$ cat src/rtl/chain_poll_pkg.sv
`timescale 1ns/1ps
package chain_poll_pkg;
   localparam int CHAIN_MAX = 255;
   localparam int ENUM_WORDS = 2 * CHAIN_MAX;

   localparam logic [1:0] MODE_POLL = 2'd0;
   localparam logic [1:0] MODE_PUSH = 2'd1;
   localparam logic [1:0] MODE_ENUM = 2'd2;

   typedef enum logic [2:0] {
      ST_IDLE,
      ST_FRAME,
      ST_PAD,
      ST_HUNT0,
      ST_HUNT1,
      ST_PAY,
      ST_ECNT
   } seq_state_t;
endpackage

$ cat src/rtl/cps_byte_shifter.sv
`timescale 1ns/1ps
module cps_byte_shifter #(
   parameter int HALF_DIV = 2
) (
   input  logic       clk,
   input  logic       rst_n,
   input  logic       start,
   input  logic [7:0] tx_byte,
   output logic       done,
   output logic [7:0] rx_byte,
   output logic       sclk,
   output logic       mosi,
   input  logic       miso
);
   localparam int DW = (HALF_DIV > 1) ? $clog2(HALF_DIV) : 1;
   localparam logic [DW-1:0] HLAST = DW'(HALF_DIV - 1);

   generate
      if (HALF_DIV < 1) begin : g_bad_div
         $error("HALF_DIV must be at least 1");
      end
   endgenerate

   logic          run;
   logic [DW-1:0] hcnt;
   logic [2:0]    bitn;
   logic [7:0]    tx_sh;
   logic [7:0]    rx_sh;

   always_ff @(posedge clk or negedge rst_n) begin
      if (!rst_n) begin
         run   <= 1'b0;
         hcnt  <= '0;
         bitn  <= '0;
         tx_sh <= '0;
         rx_sh <= '0;
         sclk  <= 1'b0;
         done  <= 1'b0;
      end else begin
         done <= 1'b0;
         if (!run) begin
            if (start) begin
               run   <= 1'b1;
               tx_sh <= tx_byte;
               bitn  <= '0;
               hcnt  <= '0;
            end
         end else if (hcnt == HLAST) begin
            hcnt <= '0;
            if (!sclk) begin
               sclk  <= 1'b1;
               rx_sh <= {rx_sh[6:0], miso};
            end else begin
               sclk <= 1'b0;
               if (bitn == 3'd7) begin
                  run  <= 1'b0;
                  done <= 1'b1;
               end else begin
                  bitn  <= bitn + 3'd1;
                  tx_sh <= {tx_sh[6:0], 1'b0};
               end
            end
         end else begin
            hcnt <= hcnt + DW'(1);
         end
      end
   end

   assign rx_byte = rx_sh;
   assign mosi    = run & tx_sh[7];

   AST_SCLK_REST: assert property (@(posedge clk) disable iff (!rst_n)
      !run |-> !sclk);
   AST_DONE_CLOSES: assert property (@(posedge clk) disable iff (!rst_n)
      done |-> !run && !sclk);
endmodule

$ cat src/rtl/cps_seq_fsm.sv
`timescale 1ns/1ps
module cps_seq_fsm
   import chain_poll_pkg::*;
#(
   parameter int MAX_TX = 6,
   parameter int MAX_RX = 6,
   localparam int TLW = $clog2(MAX_TX + 1),
   localparam int RLW = $clog2(MAX_RX + 1)
) (
   input  logic                clk,
   input  logic                rst_n,
   input  logic                req_valid,
   input  logic [1:0]          req_mode,
   input  logic [7:0]          req_cmd,
   input  logic [7:0]          req_chip,
   input  logic [TLW-1:0]      req_txlen,
   input  logic [8*MAX_TX-1:0] req_txdata,
   input  logic [RLW-1:0]      req_rxlen,
   input  logic [7:0]          chain_len,
   output logic                busy,
   output logic                done,
   output logic                ack_err,
   output logic [8*MAX_RX-1:0] rx_data,
   output logic [7:0]          enum_count,
   output logic                cs_n,
   output logic                bs_start,
   output logic [7:0]          bs_tx,
   input  logic                bs_done,
   input  logic [7:0]          bs_rx
);
   localparam int CW = 11;
   localparam int WW = 10;

   generate
      if (MAX_TX < 1 || MAX_RX < 1) begin : g_bad_len
         $error("MAX_TX and MAX_RX must be at least 1");
      end
   endgenerate

   seq_state_t          st;
   logic [CW-1:0]       cnt;
   logic [WW-1:0]       wcnt;
   logic [7:0]          first_b;
   logic                kick;
   logic [1:0]          r_mode;
   logic [7:0]          r_cmd, r_chip, r_n;
   logic [TLW-1:0]      r_txlen;
   logic [RLW-1:0]      r_rxlen;
   logic [8*MAX_TX-1:0] r_txdata;

   logic [CW-1:0] flen, pad_last, rx_last;
   logic [WW-1:0] win;
   logic [7:0]    half_k;

   assign flen     = (CW'(r_txlen) + CW'(3)) & ~CW'(1);
   assign pad_last = CW'({r_n, 2'b00}) - CW'(1);
   assign rx_last  = CW'(r_rxlen) - CW'(1);
   assign win      = (r_mode == MODE_ENUM) ? WW'(ENUM_WORDS) :
                     ({1'b0, r_n, 1'b0} + WW'(1) + ((r_n == 8'd0) ? WW'(ENUM_WORDS) : WW'(0)));
   assign half_k   = 8'(wcnt >> 1);

   assign busy     = (st != ST_IDLE);
   assign cs_n     = (st == ST_IDLE);
   assign bs_start = kick;

   always_comb begin
      bs_tx = 8'h00;
      if (st == ST_FRAME) begin
         if (cnt == CW'(0)) bs_tx = r_cmd;
         else if (cnt == CW'(1)) bs_tx = r_chip;
         else begin
            for (int i = 0; i < MAX_TX; i++) begin
               if (cnt == CW'(i + 2) && TLW'(i) < r_txlen) bs_tx = r_txdata[8*i +: 8];
            end
         end
      end
   end

   always_ff @(posedge clk or negedge rst_n) begin
      if (!rst_n) begin
         st         <= ST_IDLE;
         cnt        <= '0;
         wcnt       <= '0;
         first_b    <= '0;
         kick       <= 1'b0;
         done       <= 1'b0;
         ack_err    <= 1'b0;
         r_mode     <= '0;
         r_cmd      <= '0;
         r_chip     <= '0;
         r_n        <= '0;
         r_txlen    <= '0;
         r_rxlen    <= '0;
         r_txdata   <= '0;
         rx_data    <= '0;
         enum_count <= '0;
      end else begin
         kick    <= 1'b0;
         done    <= 1'b0;
         ack_err <= 1'b0;
         if (st == ST_IDLE) begin
            if (req_valid) begin
               r_mode   <= req_mode;
               r_cmd    <= req_cmd;
               r_chip   <= req_chip;
               r_n      <= chain_len;
               r_txlen  <= req_txlen;
               r_rxlen  <= req_rxlen;
               r_txdata <= req_txdata;
               rx_data  <= '0;
               cnt      <= '0;
               wcnt     <= '0;
               st       <= ST_FRAME;
               kick     <= 1'b1;
            end
         end else if (bs_done) begin
            kick <= 1'b1;
            unique case (st)
               ST_FRAME: begin
                  if (cnt == flen - CW'(1)) begin
                     cnt <= '0;
                     if (r_mode == MODE_PUSH) begin
                        if (r_n == 8'd0) begin
                           st <= ST_IDLE; done <= 1'b1; kick <= 1'b0;
                        end else st <= ST_PAD;
                     end else begin
                        st   <= ST_HUNT0;
                        wcnt <= WW'(1);
                     end
                  end else cnt <= cnt + CW'(1);
               end
               ST_PAD: begin
                  if (cnt == pad_last) begin
                     st <= ST_IDLE; done <= 1'b1; kick <= 1'b0;
                  end else cnt <= cnt + CW'(1);
               end
               ST_HUNT0: begin
                  first_b <= bs_rx;
                  st      <= ST_HUNT1;
               end
               ST_HUNT1: begin
                  if (first_b == r_cmd && bs_rx == r_chip) begin
                     cnt <= '0;
                     if (r_mode == MODE_ENUM) st <= ST_ECNT;
                     else if (r_rxlen == RLW'(0)) begin
                        st <= ST_IDLE; done <= 1'b1; kick <= 1'b0;
                     end else st <= ST_PAY;
                  end else if (wcnt == win) begin
                     st <= ST_IDLE; ack_err <= 1'b1; kick <= 1'b0;
                  end else begin
                     wcnt <= wcnt + WW'(1);
                     st   <= ST_HUNT0;
                  end
               end
               ST_PAY: begin
                  for (int i = 0; i < MAX_RX; i++) begin
                     if (cnt == CW'(i)) rx_data[8*i +: 8] <= bs_rx;
                  end
                  if (cnt == rx_last) begin
                     st <= ST_IDLE; done <= 1'b1; kick <= 1'b0;
                  end else cnt <= cnt + CW'(1);
               end
               ST_ECNT: begin
                  if (cnt == CW'(0)) cnt <= CW'(1);
                  else begin
                     enum_count <= (bs_rx != 8'd0 && bs_rx != half_k) ? bs_rx : half_k;
                     st <= ST_IDLE; done <= 1'b1; kick <= 1'b0;
                  end
               end
               default: st <= ST_IDLE;
            endcase
         end
      end
   end

   AST_ONE_OUTCOME: assert property (@(posedge clk) disable iff (!rst_n)
      !(done && ack_err));
   AST_HUNT_BOUND: assert property (@(posedge clk) disable iff (!rst_n)
      (st == ST_HUNT1) |-> (wcnt != '0 && wcnt <= win));
   AST_DUMMY_ZERO: assert property (@(posedge clk) disable iff (!rst_n)
      (bs_start && st != ST_FRAME) |-> bs_tx == 8'h00);
   AST_REQ_IGNORED: assert property (@(posedge clk) disable iff (!rst_n)
      (busy && req_valid) |=> $stable(r_cmd) && $stable(r_mode) && $stable(r_chip));
   AST_END_IDLE: assert property (@(posedge clk) disable iff (!rst_n)
      (done || ack_err) |-> !busy);
   AST_PUSH_NO_ERR: assert property (@(posedge clk) disable iff (!rst_n)
      ack_err |-> r_mode != MODE_PUSH);
endmodule

$ cat src/rtl/chain_poll_seq.sv
`timescale 1ns/1ps
module chain_poll_seq #(
   parameter int MAX_TX = 6,
   parameter int MAX_RX = 6,
   parameter int HALF_DIV = 2,
   localparam int TLW = $clog2(MAX_TX + 1),
   localparam int RLW = $clog2(MAX_RX + 1)
) (
   input  logic                clk,
   input  logic                rst_n,
   input  logic                req_valid,
   input  logic [1:0]          req_mode,
   input  logic [7:0]          req_cmd,
   input  logic [7:0]          req_chip,
   input  logic [TLW-1:0]      req_txlen,
   input  logic [8*MAX_TX-1:0] req_txdata,
   input  logic [RLW-1:0]      req_rxlen,
   input  logic [7:0]          chain_len,
   output logic                busy,
   output logic                done,
   output logic                ack_err,
   output logic [8*MAX_RX-1:0] rx_data,
   output logic [7:0]          enum_count,
   output logic                spi_sclk,
   output logic                spi_cs_n,
   output logic                spi_mosi,
   input  logic                spi_miso
);
   logic       bs_start, bs_done;
   logic [7:0] bs_tx, bs_rx;

   cps_seq_fsm #(.MAX_TX(MAX_TX), .MAX_RX(MAX_RX)) u_fsm (
      .clk(clk), .rst_n(rst_n),
      .req_valid(req_valid), .req_mode(req_mode), .req_cmd(req_cmd),
      .req_chip(req_chip), .req_txlen(req_txlen), .req_txdata(req_txdata),
      .req_rxlen(req_rxlen), .chain_len(chain_len),
      .busy(busy), .done(done), .ack_err(ack_err), .rx_data(rx_data),
      .enum_count(enum_count), .cs_n(spi_cs_n),
      .bs_start(bs_start), .bs_tx(bs_tx), .bs_done(bs_done), .bs_rx(bs_rx)
   );

   cps_byte_shifter #(.HALF_DIV(HALF_DIV)) u_shift (
      .clk(clk), .rst_n(rst_n), .start(bs_start), .tx_byte(bs_tx),
      .done(bs_done), .rx_byte(bs_rx), .sclk(spi_sclk), .mosi(spi_mosi),
      .miso(spi_miso)
   );

   AST_CS_WITH_CLOCK: assert property (@(posedge clk) disable iff (!rst_n)
      spi_sclk |-> !spi_cs_n);
   AST_IDLE_QUIET: assert property (@(posedge clk) disable iff (!rst_n)
      spi_cs_n |-> !spi_sclk && !spi_mosi);
endmodule

$ cat config.mk
export PLATFORM = sky130hd
export DESIGN_NAME = chain_poll_seq
export DESIGN_NICKNAME = d
export VERILOG_FILES = /design/src/rtl/chain_poll_pkg.sv /design/src/rtl/cps_byte_shifter.sv /design/src/rtl/cps_seq_fsm.sv /design/src/rtl/chain_poll_seq.sv
export SDC_FILE = /design/constraint.sdc
export NUM_CORES = 1
export LEC_CHECK = 0
export BUFFER_PORTS_ARGS = -buffer_cell sky130_fd_sc_hd__buf_2
export CORE_MARGIN = 10
export CORE_UTILIZATION = 30
export DETAILED_ROUTE_END_ITERATION = 8
export GPL_ROUTABILITY_DRIVEN = 0
export SLEW_MARGIN = 20
export SYNTH_ARGS = -nofsm -noshare
export SYNTH_HDL_FRONTEND = slang
export SYNTH_SLANG_ARGS = --single-unit
$ cat constraint.sdc
create_clock -name clk -period 11.4 [get_ports clk]
set_input_delay 1.71 -clock clk [delete_from_list [all_inputs] [get_ports clk]]
set_output_delay 1.71 -clock clk [all_outputs]
set_load 0.01 [all_outputs]
# ---- Yosys cells after proc, flatten, opt, wreduce, memory -nomap -nowiden
# Index checks and enable logic that the tools add are counted.
# Widths: inputs -> output; s select.
dict set report totals {
  output_inout_bits 62
  in_bits 84
  register_bits 194
}
dict set report classes {
  bitwise_logic 4
  n_reduce_logical 40
  add_sub_neg 10
  mux 107
  n_lt_le_gt_ge 6
  eq_ne 38
}
# op n
set ops {}
lappend ops {{$mux 48} 4}
lappend ops {{$mux 8} 21}
lappend ops {{$mux 11} 8}
lappend ops {{$mux 10} 8}
lappend ops {{$pmux 11 s5} 1}
lappend ops {{$mux 3} 15}
lappend ops {{$eq 11x3->1 const B} 4}
lappend ops {{$mux 1} 42}
lappend ops {{$eq 11x11->1} 3}
lappend ops {{$reduce_and 4->1} 8}
lappend ops {{$eq 11x2->1 const B} 2}
lappend ops {{$ne 3x3->1 const B} 7}
lappend ops {{$pmux 10 s2} 1}
lappend ops {{$pmux 3 s6} 1}
lappend ops {{$reduce_bool 2->1} 9}
lappend ops {{$eq 8x8->1} 2}
lappend ops {{$reduce_and 7->1} 2}
lappend ops {{$eq 3x3->1 const B} 4}
lappend ops {{$ne 3x2->1 const B} 4}
lappend ops {{$add 11x1->11 const B} 1}
lappend ops {{$eq 11x1->1 const B} 1}
lappend ops {{$logic_not 11->1} 1}
lappend ops {{$sub 10x1->11 const B} 1}
lappend ops {{$sub 11x1->11 const B} 1}
lappend ops {{other kinds (32)} 54}

# ---- Longest topological paths before layout
dict set report logic_depth {
  depth_word 13
  mapped_depth 15
  mapped_depth_nobuf 14
}

# ---- Modules after synthesis
# From an unflattened synthesis, not the netlist that was laid out.
dict set report unflattened {
  cells_unflattened 1001
  hier_area_um2 10078.4
}
# module n_inst cells_per_inst seq_area_each_um2 area_per_inst_um2
set modules_own_cells {}
lappend modules_own_cells {cps_seq_fsm 1 927 4279.1 9004.9}
lappend modules_own_cells {cps_byte_shifter 1 74 575.6 1073.5}

# ---- Worst setup path before layout
# OpenSTA, ideal clock, no wires.
dict set report synth_timing {
  kind {reg-to-reg}
  from {register u_fsm.r_n[0]}
  to {register u_fsm.wcnt[5]}
  stages_incl_launch_ff 15
  n_path_buf 0
  arrival_time_ns 3.512
  path_slack_ns 7.764
  setup_time_ns 0.124
  required_time_ns 11.276
  path_cell_list {dfrtp_1 inv_1 ha_1 or3b_2 nor2_1 xnor2_1 ha_1 nor2_1 or4_4 o31ai_2 mux2i_1 a211oi_2 a21oi_1 o21ai_2 a211o_1}
}
dict set report synth_via {
  elab_chain_len 7
  elab_cells_between_ends 8
}
# element line_no
set synth_lines {}
lappend synth_lines {{start, declared} cps_seq_fsm.sv:46} ;# logic [7:0] r_cmd, r_chip, r_n;
lappend synth_lines {{start signal, assigned} cps_seq_fsm.sv:106} ;# r_n <= chain_len;
lappend synth_lines {{parallel branches: the longest is 2 deep, another holds $add 9x1->10} --}
lappend synth_lines {{$add 10x10->10 *} cps_seq_fsm.sv:59} ;# ({1'b0, r_n, 1'b0} + WW'(1) + ((r_n == 8'd0) ? WW'(ENUM_WORDS) : WW'(0)));
lappend synth_lines {{$mux 10 *} cps_seq_fsm.sv:58} ;# assign win = (r_mode == MODE_ENUM) ? WW'(ENUM_WORDS) :
lappend synth_lines {{$eq 10x10->1 *} cps_seq_fsm.sv:148} ;# end else if (wcnt == win) begin
lappend synth_lines {{$ne 3x3->1 (no line) *} --}
lappend synth_lines {{$reduce_and 7->1 (no line) *} --}
lappend synth_lines {{end signal, assigned} cps_seq_fsm.sv:151} ;# wcnt <= wcnt + WW'(1);
lappend synth_lines {{end, declared} cps_seq_fsm.sv:42} ;# logic [WW-1:0] wcnt;
# Every way passes the cells marked *.
# A chain may end at the register's enable or synchronous reset.

# ---- Worst setup path after layout
# Ends and elaborated chain as after synthesis.

==> flow_summary.ini <==
[clocking]
numCtsBuffers = 17
clk_latency_ns = 0.44
htreeDepth = 4
cts_sinks = 194
cts.repair.resized = 0
post_cts_buffers = 0
cts_tree = done
cts_buffer_depth = 2
cts_hold_buf = 0
cts_root_buf = clkbuf_16
clk_pin_slew_worst_paths_ns = 0.07

[sta]
finalCritPeriodShare_pct = 35.9
rsz0062_at_grt = no
clock-skew-final_ns = 0.0157
hold_slack_ns = 0.477
timing.final.crit_period_ns = 4.09
tightest_slew_ns = 1.01
setup-tns-final_ns = 0
slew_violations = 0
finalSetupViolCount = 0
slew_headroom_pct = 32.6
fmax_mhz = 245
fin_ws_ns = 7.31
hold_viol = 0

[pwr]
clkPwrFrac_pct = 22.0
power_frac_seq_pct = 42.5
total_power_mw = 2.87
peakVddDrop_uv = 88.7
netSwitchingPower_mw = 1.09
p_int_mw = 1.78
p_comb_share_pct = 35.5
p_sw_share_pct = 38.0
powerDensity_nw_per_um2 = 243
leakagePower_nw = 5.23

[grt]
antenna_found_initial = 0
grt.overflow.total = 0
grt_max_degree = 125
grt_pass1_vias = 7817
grt_use_total_pct = 13.4
grt_first_pass_wirelength_mm = 44.6

[yosys]
yosys-top-cells-area = dfrtp_1 48%, mux2_2 15%, o21ai_0 2.7%
synthesis.nets = 1039
syn_inst = 941
synth_top_area_cell = dfrtp_1
synth_edf_count = 0
yosysUniqueCellTypes = 73
ys_async_sr_fraction_pct = 100
ys_warn_count = 0
ys_seq_area_share_pct = 48.1
synthFlopType = dfrtp_1
syn-cell-area_sq_um = 10100
ys_seq_elements = 194
syn-mean-instance-area_sq_um = 10.7
synth_top_area_share_pct = 48.1

[route]
avgRoutedWirePerCell_um = 18.4
vias = 7632
drt_iter0_drc = 599
wl_mm = 27.8
drc = 0
dr.pass1.iters = 5
drtAntennaViolNets = 0
via_per_inst = 5.04

[floorplanning]
io-pin-count = 146
die_w_um = 203
core-area_sq_um = 33400
rows = 67
die_h_um = 203
initial_utilization_pct = 30.2
dieArea_sq_um = 41400

[worst_setup_path]
cpPeakStageDelay_ns = 0.54
cp_cell_sequence = inv_1 -> ha_1 -> or3b_2 -> nor2_1 -> xnor2_1 -> ha_1 -> nor2_1 -> or4_4 -> o31ai_2 -> mux2i_1 -> a211oi_2 -> a21oi_1 -> o21ai_2 -> a211o_1
cp.required_ns = 11.72
timing.rr.end = u_fsm.wcnt[5]$_DFFE_PN0P_
reg2regPathDepth = 14
cp-start-kind = flop
cp_num_buf_inv = 1
rrSetupSlack_ns = 7.31
slowest_stage = or3b_2
critical-path-top-delay-family = simple AND/OR/NAND/NOR gates
rr_startpoint = u_fsm.r_n[0]$_DFFE_PN0P_
critPathCaptureType = flop
path_class = reg -> reg
critical_path_arrival_ns = 4.40
worstPathMaxFanout = 8

[worst_hold_path]
hp-start = u_fsm.enum_count[6]$_DFFE_PN0P_
hold_depth = 2
hold_end = u_fsm.enum_count[6]$_DFFE_PN0P_
hp-class = reg -> reg

[placement]
dpl.hpwl_mm = 20.7
place_ws_ns = 7.38
io_buffers = 145

[cells_and_area]
final_common_cell = dfrtp_1
antennaDiodeCount = 0
regArea_sq_um = 4850
syn2layout_area_growth_pct = 16.9
n_fill_cell = 3422
multi_input_area_sq_um = 4910
layout_common_cells = 194 x dfrtp_1, 144 x buf_2, 137 x mux2_2, 66 x nand2_1, 60 x nor2_1
fin_nets = 1150
drive_gt1_share_pct = 32.4

[outcome]
outcome = completed

[run]
drv_cap = 0
==> how the worst max path moves through the flow <==
stage	startpoint	endpoint	cells past startpoint
floorplan	u_fsm.r_n[0]$_DFFE_PN0P_	u_fsm.wcnt[5]$_DFFE_PN0P_	14
global placement	u_fsm.r_n[0]$_DFFE_PN0P_	u_fsm.wcnt[6]$_DFFE_PN0P_	14
detailed placement	u_fsm.r_n[0]$_DFFE_PN0P_	u_fsm.wcnt[5]$_DFFE_PN0P_	14
CTS	u_fsm.r_n[0]$_DFFE_PN0P_	u_fsm.wcnt[5]$_DFFE_PN0P_	14
global route	u_fsm.r_n[0]$_DFFE_PN0P_	u_fsm.wcnt[5]$_DFFE_PN0P_	14
finish	u_fsm.r_n[0]$_DFFE_PN0P_	u_fsm.wcnt[5]$_DFFE_PN0P_	14
==> Yosys cell counts, types with 3 or more instances <==
library cell and n:
o31ai_1 7, a21oi_1 35, and2_1 15, nand2_1 66, o21ai_0 55, a222oi_1 3, clkbuf_1 45, buf_6 4
a21o_1 5, xor2_1 28, nor2b_1 17, nand3_1 27, nand4_1 8, o21ai_1 5, a31oi_1 7, nor3_1 11
and3_1 12, a221oi_1 8, a32oi_1 3, or4_4 4, or3_1 5, mux2i_1 11, or4_1 4, o22ai_1 4
nor2_1 60, a22o_1 6, nand2b_1 9, nor3b_1 5, o211ai_1 3, nor4_1 17, mux2_2 137, a211o_1 6
buf_2 4, and4_1 3, dfrtp_1 194, a211oi_1 13, inv_1 17, ha_1 14, or2_2 5, xnor2_1 17
buf_1 6
==> final cells by class <==
| class | count | share of cell area [%] |
|---|---|---|
| Inverter | 18 | 0.573 |
| Clock buffer | 17 | 3.61 |
| Timing Repair Buffer | 152 | 6.68 |
| Sequential cell | 194 | 41.1 |
| Multi-Input combinational cell | 669 | 41.6 |
| Tap cell | 448 | 4.75 |
| Clock inverter | 15 | 1.64 |
==> tightest hold or removal path, stage by stage, from the launching register on <==
cell and delay (ns):
dfrtp_1 0.34, nand2_1 0.04, o21ai_0 0.06
==> power by group through the flow <==
stage               clock [mW]  combinational (mW)  sequential (mW)
floorplan                    0               0.806             1.11
global placement             0                1.01             1.22
detailed placement           0                1.03             1.23
CTS                      0.650                1.03             1.22
global route             0.679                1.14             1.26
finish                   0.630                1.02             1.22
==> through the flow <==
stage / instances / instance area, sq um / util, %
final: 1513 / 11800 / 35.4
after CTS: 1513 / 11800 / 35.4
after global routing: 1513 / 11800 / 35.4
after floorplan: 941 / 10100 / -
after detailed placement: 1481 / 11200 / 33.5
after global placement: 1481 / 11200 / 33.5
==> kinds of logic (layout without fill, tap and decap cells) <==
| logic type | after synthesis | in the layout | share of synthesized area (%) |
|---|---|---|---|
| xor+xnor | 45 | 45 | 3.91 |
| fa+ha+maj | 14 | 14 | 1.74 |
| flops | 194 | 194 | 48.1 |
| buf+inv | 78 | 202 | 3.29 |
| compound gates | 182 | 182 | 11.9 |
| simple gates | 280 | 280 | 14.7 |
| mux | 148 | 148 | 16.4 |
==> metal layers <==
layer | part of all wire, % | vias up | global-route usage [%] | routed length [um]
met5 | 0 | - | 0 | 0
met4 | 0.98 | 0 | 3.25 | 272
met3 | 4.0 | 17 | 2.55 | 1120
met2 | 48 | 159 | 21.8 | 13300
met1 | 47 | 3826 | 18.0 | 13100
li1 | - | 3630 | - | -
==> state kept, by name (all words and copies together) (netlist names), 2 cells and up <==
name / count
u_fsm.r_mode: 2
u_fsm.r_txdata: 48
u_fsm.r_rxlen: 3
u_fsm.rx_data: 48
u_fsm.r_n: 8
u_fsm.r_cmd: 8
u_fsm.r_chip: 8
u_fsm.cnt: 11
u_fsm.r_txlen: 3
u_fsm.enum_count: 8
u_shift.rx_byte: 8
u_shift.tx_sh: 8
u_fsm.st: 3
u_fsm.first_b: 8
u_shift.bitn: 3
u_fsm.wcnt: 10
Note: power is estimated with default switching activity, not from simulation.
